--- src/rtl/wdt_pkg.sv ---
package wdt_pkg;
  localparam int unsigned BYTE_W   = 8;
  localparam int unsigned RATE_W   = 2;
  localparam int unsigned SPAN_W   = 5;
  localparam int unsigned SPAN_LSB = RATE_W;
  localparam int unsigned STEER_BIT = SPAN_LSB + SPAN_W;
  localparam int unsigned FLAG_BIT = 6;
  localparam int unsigned N_RATES  = 1 << RATE_W;

  typedef enum logic [RATE_W-1:0] {
    RATE_16  = 2'b00,
    RATE_4   = 2'b01,
    RATE_1   = 2'b10,
    RATE_QTR = 2'b11
  } rate_e;

  typedef struct packed {
    logic              steer_rst;
    logic [SPAN_W-1:0] span;
    rate_e             rate;
  } wdt_cfg_t;
endpackage

--- src/rtl/wdt_rst_sync.sv ---
module wdt_rst_sync #(
  parameter int unsigned STAGES = 2
) (
  input  logic clk,
  input  logic arst_n,
  output logic rst_n_o
);
  logic [STAGES-1:0] sync_q;

  always_ff @(posedge clk or negedge arst_n) begin
    if (!arst_n) sync_q <= '0;
    else         sync_q <= {sync_q[STAGES-2:0], 1'b1};
  end

  assign rst_n_o = sync_q[STAGES-1];
endmodule

--- src/rtl/wdt_rate_sel.sv ---
module wdt_rate_sel #(
  parameter int unsigned N_IN = 4,
  localparam int unsigned SEL_W = $clog2(N_IN)
) (
  input  logic [N_IN-1:0]  ticks,
  input  logic [SEL_W-1:0] sel,
  output logic             tick_o
);
  logic [N_IN-1:0] hit;

  for (genvar i = 0; i < N_IN; i++) begin : g_lane
    assign hit[i] = ticks[i] & (sel == SEL_W'(i));
  end

  assign tick_o = |hit;
endmodule

--- src/rtl/wdt_down.sv ---
module wdt_down #(
  parameter int unsigned CNT_W = 5
) (
  input  logic             clk,
  input  logic             rst_n,
  input  logic             load,
  input  logic [CNT_W-1:0] load_val,
  input  logic             step,
  output logic [CNT_W-1:0] cnt_o,
  output logic             expire_o
);
  logic [CNT_W-1:0] cnt_q, cnt_d;
  logic             cnt_en;

  always_comb begin
    cnt_en   = 1'b0;
    cnt_d    = cnt_q;
    expire_o = 1'b0;
    if (load) begin
      cnt_en = 1'b1;
      cnt_d  = load_val;
    end else if (step && (cnt_q != '0)) begin
      cnt_en   = 1'b1;
      cnt_d    = cnt_q - CNT_W'(1);
      expire_o = (cnt_q == CNT_W'(1));
    end
  end

  always_ff @(posedge clk or negedge rst_n) begin
    if (!rst_n)      cnt_q <= '0;
    else if (cnt_en) cnt_q <= cnt_d;
  end

  assign cnt_o = cnt_q;
endmodule

--- src/rtl/wdt_pulse.sv ---
module wdt_pulse #(
  parameter int unsigned LEN = 4,
  localparam int unsigned PW = $clog2(LEN + 1)
) (
  input  logic clk,
  input  logic rst_n,
  input  logic fire,
  output logic pulse_o
);
  logic [PW-1:0] left_q, left_d;
  logic          left_en;

  always_comb begin
    left_en = 1'b0;
    left_d  = left_q;
    if (fire) begin
      left_en = 1'b1;
      left_d  = PW'(LEN);
    end else if (left_q != '0) begin
      left_en = 1'b1;
      left_d  = left_q - PW'(1);
    end
  end

  always_ff @(posedge clk or negedge rst_n) begin
    if (!rst_n)       left_q <= '0;
    else if (left_en) left_q <= left_d;
  end

  assign pulse_o = (left_q != '0);
endmodule

--- src/rtl/wdt_kickreg.sv ---
module wdt_kickreg
  import wdt_pkg::*;
#(
  parameter int unsigned        ADDR_W     = 8,
  parameter logic [ADDR_W-1:0]  CFG_ADDR   = ADDR_W'('h1B),
  parameter logic [ADDR_W-1:0]  STAT_ADDR  = ADDR_W'('h0F),
  parameter int unsigned        RST_CYCLES = 4
) (
  input  logic              clk,
  input  logic              rst_n,
  input  logic [ADDR_W-1:0] bus_addr,
  input  logic              bus_wr,
  input  logic [BYTE_W-1:0] bus_wdata,
  output logic [BYTE_W-1:0] bus_rdata,
  input  logic              tick_16hz,
  input  logic              tick_4hz,
  input  logic              tick_1hz,
  input  logic              tick_qhz,
  output logic              wdt_rst_o,
  output logic              wdt_irq_o
);
  localparam int unsigned CNT_W = SPAN_W;

  logic               rst_sync_n;
  logic               cfg_wr, stat_wr, stat_clr;
  wdt_cfg_t           cfg_q;
  logic [N_RATES-1:0] tick_vec;
  logic               sel_tick;
  logic [CNT_W-1:0]   live_cnt;
  logic               expire;
  logic               steer;
  logic               flag_q, flag_d, irq_q, irq_d, stat_en;

  wdt_rst_sync #(.STAGES(2)) u_sync (
    .clk     (clk),
    .arst_n  (rst_n),
    .rst_n_o (rst_sync_n)
  );

  assign cfg_wr   = bus_wr && (bus_addr == CFG_ADDR);
  assign stat_wr  = bus_wr && (bus_addr == STAT_ADDR);
  assign stat_clr = stat_wr && !bus_wdata[FLAG_BIT];

  always_ff @(posedge clk or negedge rst_sync_n) begin
    if (!rst_sync_n) cfg_q <= '0;
    else if (cfg_wr) cfg_q <= wdt_cfg_t'(bus_wdata);
  end

  assign steer    = cfg_q.steer_rst;
  assign tick_vec = {tick_qhz, tick_1hz, tick_4hz, tick_16hz};

  wdt_rate_sel #(.N_IN(N_RATES)) u_rate (
    .ticks  (tick_vec),
    .sel    (cfg_q.rate),
    .tick_o (sel_tick)
  );

  wdt_down #(.CNT_W(CNT_W)) u_down (
    .clk      (clk),
    .rst_n    (rst_sync_n),
    .load     (cfg_wr),
    .load_val (bus_wdata[SPAN_LSB +: CNT_W]),
    .step     (sel_tick),
    .cnt_o    (live_cnt),
    .expire_o (expire)
  );

  always_comb begin
    stat_en = 1'b0;
    flag_d  = flag_q;
    irq_d   = irq_q;
    if (expire) begin
      stat_en = 1'b1;
      flag_d  = 1'b1;
      if (!steer) irq_d = 1'b1;
    end else if (stat_clr) begin
      stat_en = 1'b1;
      flag_d  = 1'b0;
      irq_d   = 1'b0;
    end
  end

  always_ff @(posedge clk or negedge rst_sync_n) begin
    if (!rst_sync_n) begin
      flag_q <= 1'b0;
      irq_q  <= 1'b0;
    end else if (stat_en) begin
      flag_q <= flag_d;
      irq_q  <= irq_d;
    end
  end

  wdt_pulse #(.LEN(RST_CYCLES)) u_pulse (
    .clk     (clk),
    .rst_n   (rst_sync_n),
    .fire    (expire && steer),
    .pulse_o (wdt_rst_o)
  );

  assign wdt_irq_o = irq_q;

  always_comb begin
    bus_rdata = '0;
    if (bus_addr == CFG_ADDR)       bus_rdata = cfg_q;
    else if (bus_addr == STAT_ADDR) bus_rdata[FLAG_BIT] = flag_q;
  end
endmodule

--- config.mk ---
export PLATFORM = sky130hd
export DESIGN_NAME = wdt_kickreg
export DESIGN_NICKNAME = d
export VERILOG_FILES = /design/src/rtl/wdt_pkg.sv /design/src/rtl/wdt_rst_sync.sv /design/src/rtl/wdt_rate_sel.sv /design/src/rtl/wdt_down.sv /design/src/rtl/wdt_pulse.sv /design/src/rtl/wdt_kickreg.sv
export SDC_FILE = /design/constraint.sdc
export NUM_CORES = 1
export LEC_CHECK = 0
export BUFFER_PORTS_ARGS = -buffer_cell sky130_fd_sc_hd__buf_2
export CORE_MARGIN = 10
export CORE_UTILIZATION = 45
export DETAILED_ROUTE_END_ITERATION = 10
export PLACE_DENSITY_LB_ADDON = 0.1
export SLEW_MARGIN = 20
export SYNTH_ARGS = -nofsm -noshare
export SYNTH_HDL_FRONTEND = slang
export SYNTH_SLANG_ARGS = --single-unit
--- constraint.sdc ---
create_clock -name clk -period 3.66 [get_ports clk]
set_clock_uncertainty 0.1 [all_clocks]
set_input_delay 0.549 -clock clk [delete_from_list [all_inputs] [get_ports clk]]
set_output_delay 0.549 -clock clk [all_outputs]
set_load 0.03 [all_outputs]
==> results.py <==
metrics = {
    "job": {
        "maxCapViolCount": 0,
    },
    "floorplanning": {
        "start_util_pct": 47.8,
        "die_area_um2": 4720,
        "die_y_um": 68.7,
        "die_w_um": 68.7,
        "core_area_um2": 2230,
        "fp-row-count": 17,
        "io_pins": 33,
    },
    "sta": {
        "hold_viol": 0,
        "tns_ps": 0,
        "maxSlewViolCount": 0,
        "slew_headroom_pct": 50.2,
        "worst_pin_slew_ps": 747,
        "rsz0062_at_grt": "no",
        "finalCritPeriodShare_pct": 67.6,
        "fmax_ghz": 0.404,
        "setup_viol": 0,
        "period_needed_ps": 2480,
    },
    "power_and_ir_drop": {
        "clkPwrFrac_pct": 18.1,
        "switching_share_pct": 33.9,
        "finalPower_uw": 697,
        "p_sw_uw": 236,
        "leakage_uw": 0.000650,
        "p_per_area_nw_per_um2": 531,
        "internal_power_uw": 460,
        "p_comb_share_pct": 36.4,
        "ir_drop_mv": 0.308,
        "power_frac_seq_pct": 45.5,
    },
    "clock_network": {
        "cts_root_buffer": "clkbuf_4",
        "clock_sinks": 20,
        "cts_buffers": 3,
        "cts_tree": "yes",
        "cts_max_level": 1,
        "clkLatencyLatePin_ps": 290,
        "cts_setup_buffers": 0,
        "clk_pin_slew_ps": 110,
        "clk_path_buf_depth": 2,
    },
    "synth": {
        "syn_area_per_cell_um2": 10.7,
        "ys_seq_elements": 20,
        "synth.distinct_cells": 34,
        "yosys.area.top_type": "dfrtp_1",
        "synth-seq-area-share_pct": 46.8,
        "synth_edf_count": 0,
        "synth_area_leaders": "dfrtp_1 47%, mux2_2 8.4%, ha_1 4.7%",
        "syn-num-nets": 127,
        "synth_top_area_share_pct": 46.8,
        "yosys_warnings": 0,
        "synth_cells": 100,
        "synth.cell_area_um2": 1070,
        "ys.flop_type": "dfrtp_1",
        "async_flop_share_pct": 100,
    },
    "route": {
        "via_count": 835,
        "drtAntennaViolNets": 0,
        "drc_errors": 0,
        "wirelength_mm": 2.26,
        "first_iter_violations": 34,
        "wl_per_cell_um": 13.7,
        "drtPass1Iterations": 4,
        "avgViaCountPerCell": 5.06,
    },
    "placed_design": {
        "place.gp.congestion": 0.741,
        "place_hpwl_mm": 1.74,
        "port-buffer-count": 32,
        "place_area_um2": 1270,
    },
    "layout": {
        "nets": 165,
        "fin_area_um2": 1310,
        "fill_cells": 202,
        "final_cell_mix": "32 x buf_2, 20 x dfrtp_1, 8 x inv_1, 8 x mux2_2",
        "final_common_cell": "buf_2",
        "insertedDiodeCount": 0,
        "final_layout_size_suffix_gt1_share_pct": 38.0,
        "areaGrowthSynthToFinish_pct": 22.8,
    },
    "worst_setup_path": {
        "startpoint_type": "primary input",
        "reg2reg_from": "cfg_q[0]$_DFFE_PN0P_",
        "critPathMaxFanout": 7,
        "cp.required_ps": 3010,
        "crit_path_end_kind": "primary output",
        "cp-startpoint": "bus_addr[5]",
        "critPathKind": "primary input to primary output",
        "cp.arrival_ps": 1830,
    },
    "global_route": {
        "grt_pass1_wl_mm": 3.73,
        "grt_pass1_vias": 870,
        "antenna_found_initial": 0,
        "globalRouteOverflowTotal": 0,
        "grt_max_degree": 20,
        "grt_usage_pct": 10.1,
    },
    "run_status": {
        "status": "completed",
    },
    "min_path": {
        "min_path_type": "register to asynchronous set/reset pin",
    },
}
path summary, 6_finish.rpt:
| path | end | slack, ps | cells after the start |
|---|---|---|---|
| max | bus_rdata[7] | 1180 | 7 |
| max in group asynchronous | u_down.cnt_o[1]$_DFFE_PN0P_ | 2770 | 0 |
| min reg2reg | cfg_q[0]$_DFFE_PN0P_ | 210 | 0 |
| min | cfg_q[0]$_DFFE_PN0P_ | 210 | 0 |
| max reg2reg | u_pulse.left_q[2]$_DFFE_PN0P_ | 1910 | 4 |
| min in group clk | u_sync.sync_q[1]$_DFF_PN0_ | 260 | 0 |
synthesized netlist by cell type (2+ instances only):
| library cell | instances |
|---|---|
| ha_1 | 4 |
| dfrtp_1 | 20 |
| nand2b_1 | 2 |
| o21ai_0 | 6 |
| nand2_1 | 7 |
| a21oi_1 | 2 |
| xnor2_1 | 3 |
| and2_1 | 7 |
| nor2_1 | 7 |
| mux2_2 | 8 |
| nor2b_1 | 3 |
| nand3b_1 | 2 |
| inv_1 | 8 |
routing by layer:
| layer | wire length, um | vias up | GRT usage [%] |
|---|---|---|---|
| met1 | 1010 | 389 | 12.4 |
| li1 | - | 419 | - |
| met3 | 216 | 2 | 3.38 |
| met4 | 21 | 0 | 4.43 |
| met2 | 1020 | 25 | 15.8 |
| met5 | 0 | - | 0 |
critical path, cell delays in order:
cell and delay [ps]:
buf_2 100, nor4b_2 280, nand3_2 170, nor3b_1 220, buf_4 180, and2_1 130
buf_2 190
power groups by stage:
| stage | clock network (uW) | logic [uW] | registers (uW) |
|---|---|---|---|
| finish | 126 | 254 | 317 |
| global route | 140 | 287 | 327 |
| CTS | 131 | 259 | 318 |
| detailed placement | 0 | 257 | 322 |
| global placement | 0 | 245 | 321 |
| floorplan | 0 | 192 | 322 |
logic make-up after synthesis:
family                     synth area share (%)
and+or+nand+nor                            20.8
DFF                                        46.8
AOI/OAI and AO/OA                          10.8
muxes                                      10.8
buffers and inverters                      3.28
adders and majority gates                  4.68
xor gates and xnor gates                   2.46
other                                     0.351
state kept, by name, summed over array words and instances, names as in the netlist:
signal / cells
steer: 1
u_pulse.left_q: 3
u_down.cnt_o: 5
cfg_q: 7
wdt_irq_o: 1
flag_q: 1
u_sync.sync_q: 2
metrics by stage:
| step | worst slack, ps | hold WS [ps] | instances | util [%] |
|---|---|---|---|---|
| floorplan | 1290 | 127 | 100 | - |
| global placement | 1180 | 234 | 160 | 56.7 |
| detailed placement | 1180 | 235 | 160 | 56.7 |
| CTS | 1160 | 245 | 165 | 58.8 |
| global route | 1050 | 283 | 165 | 58.8 |
| finish | 1180 | 215 | 165 | 58.8 |
final cells by class:
| cell class | count | area, um^2 | area share [%] |
|---|---|---|---|
| inverters | 8 | 30.0 | 2.29 |
| flip-flops and latches | 20 | 500 | 38.1 |
| multi-input cells | 71 | 533 | 40.6 |
| clock buffers | 4 | 36.3 | 2.76 |
| repair buffers | 34 | 178 | 13.5 |
| well taps | 28 | 35.0 | 2.67 |
what timing repair did:
action,CTS,global route
endpoints found under the hold margin,2,0
hold buffers,1,0
gates resized for setup,0,0
No activity file was read; power rests on OpenSTA's default activity.
